File: src/rtl/pin_event_gpio_pkg.sv
package pin_event_gpio_pkg;

  localparam int PINS      = 32;
  localparam int HALF_PINS = PINS / 2;
  localparam int LOCKED    = 4;   // number of highest pins made input-only

  localparam logic [7:0] OFS_DIR = 8'h00;
  localparam logic [7:0] OFS_ODR = 8'h04;
  localparam logic [7:0] OFS_DAT = 8'h08;
  localparam logic [7:0] OFS_EVT = 8'h0C;
  localparam logic [7:0] OFS_MSK = 8'h10;
  localparam logic [7:0] OFS_ECA = 8'h14;
  localparam logic [7:0] OFS_ECB = 8'h18;

  // write strobes from the decoder to the register datapath
  typedef struct packed {
    logic dir;
    logic odr;
    logic dat;
    logic evt;
    logic msk;
    logic ecA;
    logic ecB;
  } gpioWr_t;

  typedef enum logic [2:0] {
    RD_NONE,
    RD_DIR,
    RD_ODR,
    RD_DAT,
    RD_EVT,
    RD_MSK,
    RD_ECA,
    RD_ECB
  } gpioRd_e;

endpackage

File: src/rtl/pin_event_gpio_sync.sv
module pin_event_gpio_sync #(
  parameter int W = 32
) (
  input  logic         clk,
  input  logic         rstN,
  input  logic [W-1:0] pinIn,
  output logic [W-1:0] level,
  output logic [W-1:0] rise,
  output logic [W-1:0] fall
);

  logic [W-1:0] stageOne;
  logic [W-1:0] stageTwo;
  logic [W-1:0] prevLevel;

  always_ff @(posedge clk or negedge rstN) begin
    if (!rstN) begin
      stageOne  <= '0;
      stageTwo  <= '0;
      prevLevel <= '0;
    end else begin
      stageOne  <= pinIn;
      stageTwo  <= stageOne;
      prevLevel <= stageTwo;
    end
  end

  assign level = stageTwo;
  assign rise  = stageTwo & ~prevLevel;
  assign fall  = ~stageTwo & prevLevel;

endmodule

File: src/rtl/pin_event_gpio_decode.sv
module pin_event_gpio_decode
  import pin_event_gpio_pkg::*;
#(
  parameter int ADDR_W  = 5,
  parameter bit HAS_ECB = 1'b0
) (
  input  logic              busSel,
  input  logic              busWrite,
  input  logic [ADDR_W-1:0] busAddr,
  output gpioWr_t           wrStb,
  output gpioRd_e           rdSel
);

  gpioRd_e hitReg;

  always_comb begin
    hitReg = RD_NONE;
    if (busAddr == ADDR_W'(OFS_DIR))      hitReg = RD_DIR;
    else if (busAddr == ADDR_W'(OFS_ODR)) hitReg = RD_ODR;
    else if (busAddr == ADDR_W'(OFS_DAT)) hitReg = RD_DAT;
    else if (busAddr == ADDR_W'(OFS_EVT)) hitReg = RD_EVT;
    else if (busAddr == ADDR_W'(OFS_MSK)) hitReg = RD_MSK;
    else if (busAddr == ADDR_W'(OFS_ECA)) hitReg = RD_ECA;
    else if (HAS_ECB && busAddr == ADDR_W'(OFS_ECB)) hitReg = RD_ECB;
  end

  always_comb begin
    wrStb = '0;
    if (busSel && busWrite) begin
      wrStb.dir = (hitReg == RD_DIR);
      wrStb.odr = (hitReg == RD_ODR);
      wrStb.dat = (hitReg == RD_DAT);
      wrStb.evt = (hitReg == RD_EVT);
      wrStb.msk = (hitReg == RD_MSK);
      wrStb.ecA = (hitReg == RD_ECA);
      wrStb.ecB = (hitReg == RD_ECB);
    end
  end

  assign rdSel = (busSel && !busWrite) ? hitReg : RD_NONE;

endmodule

File: src/rtl/pin_event_gpio_regs.sv
module pin_event_gpio_regs
  import pin_event_gpio_pkg::*;
#(
  parameter bit TWO_BIT_MODE   = 1'b0,
  parameter bit INPUT_ONLY_TOP = 1'b1
) (
  input  logic            clk,
  input  logic            rstN,
  input  gpioWr_t         wrStb,
  input  gpioRd_e         rdSel,
  input  logic [PINS-1:0] busWdata,
  input  logic [PINS-1:0] pinLevel,
  input  logic [PINS-1:0] pinRise,
  input  logic [PINS-1:0] pinFall,
  output logic [PINS-1:0] busRdata,
  output logic [PINS-1:0] pinOut,
  output logic [PINS-1:0] pinOe,
  output logic            irq
);

  localparam logic [PINS-1:0] DIR_WMASK =
    INPUT_ONLY_TOP ? {{(PINS-LOCKED){1'b1}}, {LOCKED{1'b0}}} : {PINS{1'b1}};

  logic [PINS-1:0] dirQ, odrQ, datQ, evtQ, mskQ, ecAQ;
  logic [PINS-1:0] ecBView;
  logic [PINS-1:0] clrVec;
  logic [PINS-1:0] capVec;
  logic [PINS-1:0] dataView;

  assign clrVec = wrStb.evt ? busWdata : '0;

  always_ff @(posedge clk or negedge rstN) begin
    if (!rstN) begin
      dirQ <= '0;
      odrQ <= '0;
      datQ <= '0;
      evtQ <= '0;
      mskQ <= '0;
      ecAQ <= '0;
    end else begin
      if (wrStb.dir) dirQ <= busWdata & DIR_WMASK;
      if (wrStb.odr) odrQ <= busWdata;
      if (wrStb.dat) datQ <= busWdata;
      if (wrStb.msk) mskQ <= busWdata;
      if (wrStb.ecA) ecAQ <= busWdata;
      evtQ <= (evtQ & ~clrVec) | capVec;
    end
  end

  // second edge word exists only with the two-bit coding
  generate
    if (TWO_BIT_MODE) begin : g_ecb
      logic [PINS-1:0] ecBQ;
      always_ff @(posedge clk or negedge rstN) begin
        if (!rstN)          ecBQ <= '0;
        else if (wrStb.ecB) ecBQ <= busWdata;
      end
      assign ecBView = ecBQ;
    end else begin : g_no_ecb
      logic unusedEcbStrobe;
      assign unusedEcbStrobe = wrStb.ecB;
      assign ecBView = '0;
    end
  endgenerate

  // per-pin edge selection; pin n lives at bit PINS-1-n
  generate
    for (genvar n = 0; n < PINS; n++) begin : g_pin
      localparam int B = PINS - 1 - n;
      if (TWO_BIT_MODE) begin : g_two
        logic [1:0] fld;
        if (n < HALF_PINS) begin : g_lo
          assign fld = ecAQ[(HALF_PINS - 1 - n) * 2 +: 2];
        end else begin : g_hi
          assign fld = ecBView[(HALF_PINS - 1 - (n - HALF_PINS)) * 2 +: 2];
        end
        assign capVec[B] = (fld == 2'b00) ? (pinRise[B] | pinFall[B]) :
                           (fld == 2'b01) ? pinRise[B] :
                           (fld == 2'b10) ? pinFall[B] : 1'b0;
      end else begin : g_one
        assign capVec[B] = ecAQ[B] ? pinFall[B] : (pinRise[B] | pinFall[B]);
      end
    end
  endgenerate

  assign dataView = (datQ & dirQ) | (pinLevel & ~dirQ);

  always_comb begin
    unique case (rdSel)
      RD_DIR:  busRdata = dirQ;
      RD_ODR:  busRdata = odrQ;
      RD_DAT:  busRdata = dataView;
      RD_EVT:  busRdata = evtQ;
      RD_MSK:  busRdata = mskQ;
      RD_ECA:  busRdata = ecAQ;
      RD_ECB:  busRdata = ecBView;
      default: busRdata = '0;
    endcase
  end

  assign pinOut = datQ;
  assign pinOe  = dirQ & ~(odrQ & datQ);
  assign irq    = |(evtQ & mskQ);

  // a direction write takes effect on the following cycle
  p_dir_follows_write_r2: assert property (@(posedge clk) disable iff (!rstN)
    wrStb.dir |=> (dirQ == ($past(busWdata) & DIR_WMASK)));

  // an input pin never drives
  p_oe_needs_dir_r2: assert property (@(posedge clk) disable iff (!rstN)
    ((pinOe & ~dirQ) == '0));

  // locked pins never drive
  p_locked_pins_r10: assert property (@(posedge clk) disable iff (!rstN)
    ((pinOe & ~DIR_WMASK) == '0));

  // an event bit only falls when a one was written to it
  p_clear_needs_w1c_r7: assert property (@(posedge clk) disable iff (!rstN)
    1'b1 |=> ((($past(evtQ) & ~evtQ) & ~$past(clrVec)) == '0));

  // a captured edge is always held, even against a clear
  p_capture_sticks_r9: assert property (@(posedge clk) disable iff (!rstN)
    (|capVec) |=> ((evtQ & $past(capVec)) == $past(capVec)));

endmodule

File: src/rtl/pin_event_gpio.sv
module pin_event_gpio
  import pin_event_gpio_pkg::*;
#(
  parameter int ADDR_W         = 5,
  parameter bit TWO_BIT_MODE   = 1'b0,
  parameter bit INPUT_ONLY_TOP = 1'b1
) (
  input  logic              clk,
  input  logic              rstN,
  input  logic [PINS-1:0]   pinIn,
  output logic [PINS-1:0]   pinOut,
  output logic [PINS-1:0]   pinOe,
  input  logic              busSel,
  input  logic              busWrite,
  input  logic [ADDR_W-1:0] busAddr,
  input  logic [PINS-1:0]   busWdata,
  output logic [PINS-1:0]   busRdata,
  output logic              irq
);

  gpioWr_t         wrStb;
  gpioRd_e         rdSel;
  logic [PINS-1:0] pinLevel, pinRise, pinFall;

  pin_event_gpio_sync #(.W(PINS)) u_sync (
    .clk   (clk),
    .rstN  (rstN),
    .pinIn (pinIn),
    .level (pinLevel),
    .rise  (pinRise),
    .fall  (pinFall)
  );

  pin_event_gpio_decode #(.ADDR_W(ADDR_W), .HAS_ECB(TWO_BIT_MODE)) u_decode (
    .busSel   (busSel),
    .busWrite (busWrite),
    .busAddr  (busAddr),
    .wrStb    (wrStb),
    .rdSel    (rdSel)
  );

  pin_event_gpio_regs #(
    .TWO_BIT_MODE   (TWO_BIT_MODE),
    .INPUT_ONLY_TOP (INPUT_ONLY_TOP)
  ) u_regs (
    .clk      (clk),
    .rstN     (rstN),
    .wrStb    (wrStb),
    .rdSel    (rdSel),
    .busWdata (busWdata),
    .pinLevel (pinLevel),
    .pinRise  (pinRise),
    .pinFall  (pinFall),
    .busRdata (busRdata),
    .pinOut   (pinOut),
    .pinOe    (pinOe),
    .irq      (irq)
  );

endmodule

File: config.mk
export PLATFORM = sky130hd
export DESIGN_NAME = pin_event_gpio
export DESIGN_NICKNAME = d
export VERILOG_FILES = /design/src/rtl/pin_event_gpio_pkg.sv /design/src/rtl/pin_event_gpio_sync.sv /design/src/rtl/pin_event_gpio_decode.sv /design/src/rtl/pin_event_gpio_regs.sv /design/src/rtl/pin_event_gpio.sv
export SDC_FILE = /design/constraint.sdc
export NUM_CORES = 1
export LEC_CHECK = 0
export BUFFER_PORTS_ARGS = -buffer_cell sky130_fd_sc_hd__clkbuf_2
export CORE_ASPECT_RATIO = 1.2
export CORE_MARGIN = 1.5
export CORE_UTILIZATION = 60
export CTS_BUF_LIST = sky130_fd_sc_hd__clkbuf_8 sky130_fd_sc_hd__clkbuf_16
export DETAILED_ROUTE_END_ITERATION = 8
export GPL_TIMING_DRIVEN = 0
export PLACE_DENSITY = 0.83
export SYNTH_ARGS = -nofsm -noshare
export SYNTH_HDL_FRONTEND = slang
export SYNTH_SLANG_ARGS = --single-unit
File: constraint.sdc
create_clock -name clk -period 2.4 [get_ports clk]
set_input_delay 0.36 -clock clk [delete_from_list [all_inputs] [get_ports clk]]
set_output_delay 0.36 -clock clk [all_outputs]
set_load 0.02 [all_outputs]
Yosys cells after proc, flatten, opt, wreduce, memory -nomap -nowiden
Cells that the tools add are included.
- equality and inequality tests: 18
- muxes and demuxes: 42
- bitwise operators: 47
- reductions and logical operators: 5
- operator list (kind ; count):
    32-bit AND ; 8
    32-bit case mux with 6 select lines ; 1
    32-bit NOT ; 5
    32-bit bitwise OR ; 2
    1-bit two-way mux ; 32
    32-bit two-way mux ; 1
    1-bit bitwise OR ; 32
    32-bit OR reduction ; 1
    3-bit equality test, second input constant ; 7
    3-bit two-way mux ; 7
    3-bit by 2-bit equality test with 1-bit output, second input constant ; 4
    5-bit by 4-bit equality test with 1-bit output, second input constant ; 2
    5-bit equality test, second input constant ; 2
    7-bit two-way mux ; 1
    3-bit by 1-bit equality test with 1-bit output, second input constant ; 2
    5-bit by 3-bit equality test with 1-bit output, second input constant ; 1
    5-bit zero test ; 1
    1-bit logical AND ; 2
    1-bit zero test ; 1
- register bits: 284
- input bits: 73
- output and inout bits: 97
- word-level logic and storage cells: 121

Depth between registers and ports, before layout
Gate-level depths: netlist (run 1).
- word-level depth: 13
- depth in mapped cells: 6

Cells and area by module
A second synthesis (run 1) with hierarchy kept.
- cells, all modules: 911
- area total of the unflattened synthesis: 12010.3 µm²
- by module, submodules not included (module ; times used ; cells each ; area each (µm²)):
    pin_event_gpio_regs ; 1 ; 733 ; 8926.1
    pin_event_gpio_sync ; 1 ; 160 ; 2962.8
    pin_event_gpio_decode ; 1 ; 18 ; 121.4

Worst setup path after synthesis (run 1)
Ideal clock, no wire load.
- path type: input to output
- start: in busAddr[4]
- end: out busRdata[10]
- arrival time: 1539 ps
- setup slack: 501 ps
- stages on the path: 6
- path buffers: 3
- cells stage by stage: buf_2 and2b_1 buf_4 clkbuf_1 o211ai_1 a21oi_2
- word-level cells in the longest chain between the ends: 10
- elaborated cells on any way between the ends: 20
- classes of those cells: 11 x eq/ne; 8 x mux; 1 x reduce/logical
- ends and longest elaborated chain (what ; line ; RTL):
    start, declared ; pin_event_gpio.sv:15 ; input logic [ADDR_W-1:0] busAddr,
    5-bit equality test ; pin_event_gpio_decode.sv:23 ; else if (busAddr == ADDR_W'(OFS_ECA)) hitReg = RD_ECA;
    3-bit two-way mux ; pin_event_gpio_decode.sv:23 ;
    3-bit two-way mux ; pin_event_gpio_decode.sv:22 ; else if (busAddr == ADDR_W'(OFS_MSK)) hitReg = RD_MSK;
    3-bit two-way mux ; pin_event_gpio_decode.sv:21 ; else if (busAddr == ADDR_W'(OFS_EVT)) hitReg = RD_EVT;
    3-bit two-way mux ; pin_event_gpio_decode.sv:20 ; else if (busAddr == ADDR_W'(OFS_DAT)) hitReg = RD_DAT;
    3-bit two-way mux ; pin_event_gpio_decode.sv:19 ; else if (busAddr == ADDR_W'(OFS_ODR)) hitReg = RD_ODR;
    3-bit two-way mux (*) ; pin_event_gpio_decode.sv:18 ; if (busAddr == ADDR_W'(OFS_DIR)) hitReg = RD_DIR;
    3-bit two-way mux (*) ; pin_event_gpio_decode.sv:40 ; assign rdSel = (busSel && !busWrite) ? hitReg : RD_NONE;
    3-bit equality test (tied with other cells) ; pin_event_gpio_regs.sv:89 ; unique case (rdSel)
    32-bit case mux with 6 select lines (*) ; pin_event_gpio_regs.sv:89 ;
    end, declared ; pin_event_gpio.sv:17 ; output logic [PINS-1:0] busRdata,
Mark *: on every way between the ends. The rest lies on a longest branch, timed or not.

Worst setup path after layout (run 1)
- start: reg u_regs.evtQ[12]
- end: out irq
- word-level cells in the longest chain between the ends: 2
- ends and longest elaborated chain (what ; line ; RTL):
    start, declared ; pin_event_gpio_regs.sv:24 ; logic [PINS-1:0] dirQ, odrQ, datQ, evtQ, mskQ, ecAQ;
    start signal, assigned ; pin_event_gpio_regs.sv:46 ; evtQ <= (evtQ & ~clrVec) | capVec;
    32-bit AND ; pin_event_gpio_regs.sv:103 ; assign irq = |(evtQ & mskQ);
    32-bit OR reduction ; pin_event_gpio_regs.sv:103 ;
    end, declared ; pin_event_gpio.sv:18 ; output logic irq
No other way between the ends.

==> results of run 1 <==
[report_power, final]
| part | switching, mW | internal, mW | total [mW] | leakage, nW |
|---|---|---|---|---|
| clock | 1.80 | 2.62 | 4.42 | 0.484 |
| sequential | 0.396 | 5.23 | 5.62 | 3.47 |
| combinational | 0.840 | 0.808 | 1.65 | 3.20 |
[logic make-up after synthesis]
group                    after synthesis  share of synthesized area
flip-flops                           284                     0.5572
multiplexers                         220                     0.2182
AND/OR/NAND/NOR                      148                    0.06858
AO/OA/AOI/OAI                        136                    0.08712
buffers and inverters                 82                    0.03718
adder cells (fa/ha/maj)               32                    0.03139
other                                  1                  0.0002940
[registers in the layout (all words and copies together), names as in the netlist]
name and cells:
u_regs.ecAQ 32, u_regs.evtQ 32, u_regs.mskQ 32, u_regs.odrQ 32, u_regs.pinOut 32, u_sync.level 32
u_sync.prevLevel 32, u_sync.stageOne 32, u_regs.dirQ 28
[final timing paths]
kind                                          startpoint                        endpoint  slack [ps]  depth (start not counted)
setup / recovery               u_regs.evtQ[12]$_DFF_PN0_                             irq         -80                          4
hold / removal                               busWdata[2]      u_regs.ecAQ[2]$_DFFE_PN0P_         110                          2
setup reg to reg              u_sync.level[13]$_DFF_PN0_       u_regs.evtQ[13]$_DFF_PN0_        1200                          4
hold reg to reg            u_sync.stageOne[31]$_DFF_PN0_      u_sync.level[31]$_DFF_PN0_         350                          0
max in group asynchronous                           rstN  u_sync.prevLevel[25]$_DFF_PN0_        1010                          3
min in group asynchronous                           rstN       u_sync.level[7]$_DFF_PN0_         430                          2
[worst max-delay path: stages (launching register included)]
cell,delay [ps]
dfrtp_1,440
a22oi_1,230
nand4_1,260
or4_4,500
buf_8,150
[layer usage]
layer	vias to the layer above	GRT usage	wire length, microns	share of wire
met5	-	0	0	0
met4	0	0.1402	1306	0.040
met3	83	0.05509	2260	0.070
met2	396	0.5101	16270	0.50
met1	4503	0.3805	12600	0.39
li1	3782	-	-	-
[through the flow]
step	setup TNS [ps]	setup slack [ps]	hold WS (ps)	instance area (sq um)	utilization
finish	-82.36	-82.36	114.3	15310	0.7326
global route	-118.8	-118.8	122.9	15310	0.7326
CTS	-42.14	-42.14	108.2	15300	0.7323
detailed placement	-2229	-266.6	335.5	13990	0.6692
global placement	-1375990	-4862	332.1	13920	0.6662
floorplan	0	501.1	64.41	12760	-
[what timing repair did]
action	4_1_cts	5_1_grt
setup buffers	1	0
pin swaps	6	0
hold buffers	33	0
setup endpoints to repair	11	11
resized for setup	13	4
hold endpoints to repair	114	0
[layout by cell type (no fill, tap or decap), drive strengths merged, types with 4 or more instances in the layout]
cell type / n
nor2: 33
clkbuf: 204
a21boi: 28
nand4: 6
buf: 46
inv: 35
o211ai: 28
a221o: 32
a211o: 4
nand3: 34
clkinv: 10
conb: 4
mux4: 28
nor3: 8
mux2i: 8
ha: 32
mux2: 184
dlygate4sd3: 33
a21oi: 28
nand2b: 57
a22oi: 16
dfrtp: 284
[layout make-up]
cell class | instances | area share
Clock buffer | 33 | 0.05099
Tap cell | 270 | 0.02206
Buffer | 50 | 0.02362
Sequential cell | 284 | 0.4643
Inverter | 32 | 0.007845
Clock inverter | 16 | 0.009888
Multi-Input combinational cell | 540 | 0.3408
Timing Repair Buffer | 200 | 0.08049
==> results.json, run 1 <==
{
  "crit_type": "reg2out",
  "path_max_fanout": 3,
  "p_per_area_nw_per_um2": 763.5,
  "clock_path_buffers": 3,
  "clk_latency_ps": 540,
  "setup_ws_ps": -82.36,
  "via_per_inst": 6.150,
  "fin_total_pwr_mw": 11.69,
  "first_pass_iters": 5,
  "max_freq_mhz": 402.8,
  "leakage_nw": 7.150,
  "grt.total_usage": 0.3030,
  "wire_per_inst_microns": 22.77,
  "yosys_warnings": 0,
  "finalCritPeriodShare": 1.034,
  "synth_most_common_cell": "dfrtp_1",
  "max-slew-margin-rel": 0.4519,
  "rows": 58,
  "drc": 0,
  "dp_hpwl_microns": 21710,
  "grt_pass1_vias": 9197,
  "htreeDepth": 1,
  "wl_microns": 32440,
  "drt_iter0_drc": 546,
  "drv_cap": 0,
  "synth.largest_area_cell": "dfrtp_1",
  "areaGrowthSynthToFinish_pct": 20.05,
  "place.detailed.instances": 1342,
  "cp-end-kind": "output port",
  "arrival_ps": 2120,
  "via_count": 8764,
  "antenna_found_initial": 0,
  "setup_viol": 1,
  "required_ps": 2040,
  "clkSlewWorstSetupHoldPaths_ps": 60,
  "coreArea_sq_um": 20900,
  "die_h_microns": 162.7,
  "initial_core_util": 0.6102,
  "multi_input_area_sq_um": 5218,
  "synth_cell_type_count": 38,
  "synth_commonest_cells": "dfrtp_1, mux2_2, nand2b_1",
  "cts_tree": "done",
  "io_buffers": 164,
  "netlist_area_sq_um": 12750,
  "worst_clock_skew_ps": 6.608,
  "rsz0062_at_grt": "yes",
  "cts_root_buf": "clkbuf_16",
  "ys_seq_elements": 284,
  "hold_class": "in2reg",
  "dieArea_sq_um": 22140,
  "gp_congestion": 0.8885,
  "grt_max_degree": 112,
  "tightest_slew_ps": 822.1,
  "finish.net_count": 1241,
  "clock-sinks": 284,
  "synth_edf_count": 0,
  "finalHoldViolations": 0,
  "failed_checks": "setup timing",
  "fin_crit_ps": 2482,
  "cts_buffers": 28,
  "die_w_microns": 136.1,
  "start_kind": "flop",
  "synthArstFlopShare": 1.000,
  "fin_cells": 1425,
  "ant_nets": 0,
  "peakVddDrop_mv": 0.6262,
  "grt_pass1_wl_microns": 50690,
  "drv_slew": 0,
  "drive_gt1_frac": 0.4364,
  "io_pins": 170,
  "regArea_sq_um": 7109,
  "overflow": 0,
  "yosys-top-cells-area": "dfrtp_1, mux2_2, mux4_2",
  "synthCells": 903,
  "num-fill-cells": 1353,
  "seq_area_frac_synth": 0.5572,
  "synth_top_area_share": 0.5572,
  "status": "finished with violations",
  "syn_avg_cell_area_sq_um": 14.12,
  "antenna_cells": 0,
  "ys.flop_type": "dfrtp_1"
}
Power figures use the tool's default switching activity.
==> inputs of run 2 (changes only) <==
--- a/config.mk
+++ b/config.mk
@@ -13,6 +13,7 @@
 export DETAILED_ROUTE_END_ITERATION = 8
 export GPL_TIMING_DRIVEN = 0
 export PLACE_DENSITY = 0.83
+export SETUP_SLACK_MARGIN = 0.1
 export SYNTH_ARGS = -nofsm -noshare
 export SYNTH_HDL_FRONTEND = slang
 export SYNTH_SLANG_ARGS = --single-unit
==> results.json, run 2 (synthesis results as in run 1) <==
{
  "p_switching_mw": 3.053,
  "setup_ws_ps": -83.36,
  "max-slew-margin-rel": 0.4671,
  "gp_congestion": 0.8885,
  "p_per_area_nw_per_um2": 762.8,
  "areaGrowthSynthToFinish_pct": 20.37,
  "reg2reg_to": "u_regs.evtQ[21]$_DFF_PN0_",
  "cts_buffers": 28,
  "tightest_slew_ps": 799.4,
  "die_w_microns": 136.1,
  "rsz0062_at_grt": "yes",
  "first_pass_iters": 5,
  "peakVddDrop_mv": 0.6174,
  "finalCritPeriodShare": 1.035,
  "arrival_ps": 2120,
  "rows": 58,
  "crit_type": "reg2out",
  "grt_max_degree": 112,
  "failed_checks": "setup timing",
  "comb_power_share": 0.141,
  "leakage_nw": 7.164,
  "hold_depth": 2,
  "overflow": 0,
  "io_buffers": 164,
  "drc": 0,
  "initial_core_util": 0.6102,
  "clock-sinks": 284,
  "worst_clock_skew_ps": 7.527,
  "coreArea_sq_um": 20900,
  "grt_pass1_wl_microns": 50740,
  "grt_pass1_vias": 9228,
  "clock_path_buffers": 3,
  "whs_endpoint": "u_regs.ecAQ[2]$_DFFE_PN0P_",
  "antenna_cells": 0,
  "path_max_fanout": 3,
  "start_kind": "flop",
  "status": "finished with violations",
  "reg2reg_slack_ps": 1220,
  "htreeDepth": 1,
  "cts_tree": "done",
  "sequentialPowerShare": 0.480,
  "required_ps": 2040,
  "hold_class": "in2reg",
  "r2r_cells": 4,
  "dp_hpwl_microns": 21710,
  "drt_iter0_drc": 564,
  "postPlaceCellArea_sq_um": 13990,
  "sw_frac_of_total": 0.2607,
  "via_per_inst": 6.121,
  "max_freq_mhz": 402.7,
  "finish.net_count": 1241,
  "fin_cells": 1425,
  "cts_root_buf": "clkbuf_16",
  "ant_nets": 0,
  "setup_viol": 1,
  "final.setup.tns_ps": -83.36,
  "wire_per_inst_microns": 22.91,
  "r2r-start": "u_sync.level[21]$_DFF_PN0_",
  "drv_cap": 0,
  "io_pins": 170,
  "drv_slew": 0,
  "antenna_found_initial": 0,
  "clk_latency_ps": 540,
  "hold_start": "busWdata[2]",
  "drive_gt1_frac": 0.4390,
  "final_cell_mix": "dfrtp_1, mux2_2, clkbuf_2, nand2b_1, inv_1",
  "internal_power_mw": 8.656,
  "grt.total_usage": 0.3032,
  "clkSlewWorstSetupHoldPaths_ps": 60,
  "place.detailed.instances": 1342,
  "final_area_sq_um": 15350,
  "final_common_cell": "dfrtp_1",
  "cp-end-kind": "output port",
  "wl_microns": 32640,
  "dieArea_sq_um": 22140,
  "fin_crit_ps": 2483,
  "die_h_microns": 162.7,
  "finalHoldViolations": 0,
  "via_count": 8722,
  "clkPwrFrac": 0.379
}
run 2: worst max-delay path, cell delays in order, from the launching register on:
cell and delay (ps):
dfrtp_1 430, a22oi_1 240, nand4_1 260, or4_4 510, buf_8 150
run 2: per-stage QoR:
stage / setup WS [ps] / hold WS, ps / util / total power, mW
after floorplan: 501.1 / 64.41 / - / 6.589
after global placement: -4862 / 332.1 / 0.6662 / 7.166
after detailed placement: -266.6 / 335.5 / 0.6692 / 7.251
after CTS: -42.14 / 108.2 / 0.7338 / 11.73
after global routing: -118.8 / 122.9 / 0.7345 / 12.12
final: -83.36 / 114.4 / 0.7345 / 11.71
run 2: power by group through the flow:
| stage | combinational [mW] | clock, mW | sequential [mW] |
|---|---|---|---|
| finish | 1.65 | 4.43 | 5.62 |
| global placement | 1.51 | 0 | 5.66 |
| global route | 1.79 | 4.66 | 5.67 |
| detailed placement | 1.57 | 0 | 5.68 |
| CTS | 1.65 | 4.48 | 5.60 |
| floorplan | 0.954 | 0 | 5.63 |
run 2: cell type report:
type / instances / area, sq um
multi-input cells: 540 / 5229
repair buffers: 200 / 1246
clock buffers: 33 / 780.7
plain buffers: 50 / 376.6
inverters: 32 / 120.1
flip-flops and latches: 284 / 7109
clock inverters: 16 / 151.4
fillers: 1342 / 5549
well taps: 270 / 337.8
run 2: worst max-delay path by stage:
stage | from | to | slack [ps] | cells after the start
6_report | u_regs.mskQ[12]$_DFFE_PN0P_ | irq | -80 | 4
5_1_grt | u_regs.mskQ[7]$_DFFE_PN0P_ | irq | -120 | 4
4_1_cts | u_regs.evtQ[13]$_DFF_PN0_ | irq | -40 | 4
3_5_place_dp | busAddr[4] | busRdata[11] | -270 | 8
3_3_place_gp | rstN | u_regs.pinOut[23]$_DFFE_PN0P_ | -4860 | 1
2_1_floorplan | busAddr[4] | busRdata[10] | 500 | 6
run 2: per-layer routing:
layer,vias to the layer above,GRT usage,wire (microns)
li1,3780,-,-
met1,4489,0.3796,12790
met2,369,0.5119,16460
met3,84,0.05571,2152
met4,0,0.1393,1243
met5,-,0,0
run 2: repair_timing:
| item | CTS | global route |
|---|---|---|
| setup buffers | 1 | 0 |
| hold endpoints to repair | 114 | 0 |
| resized for setup | 22 | 10 |
| hold buffers | 33 | 0 |
| pin swaps | 6 | 0 |
| endpoints found under the setup margin | 14 | 20 |
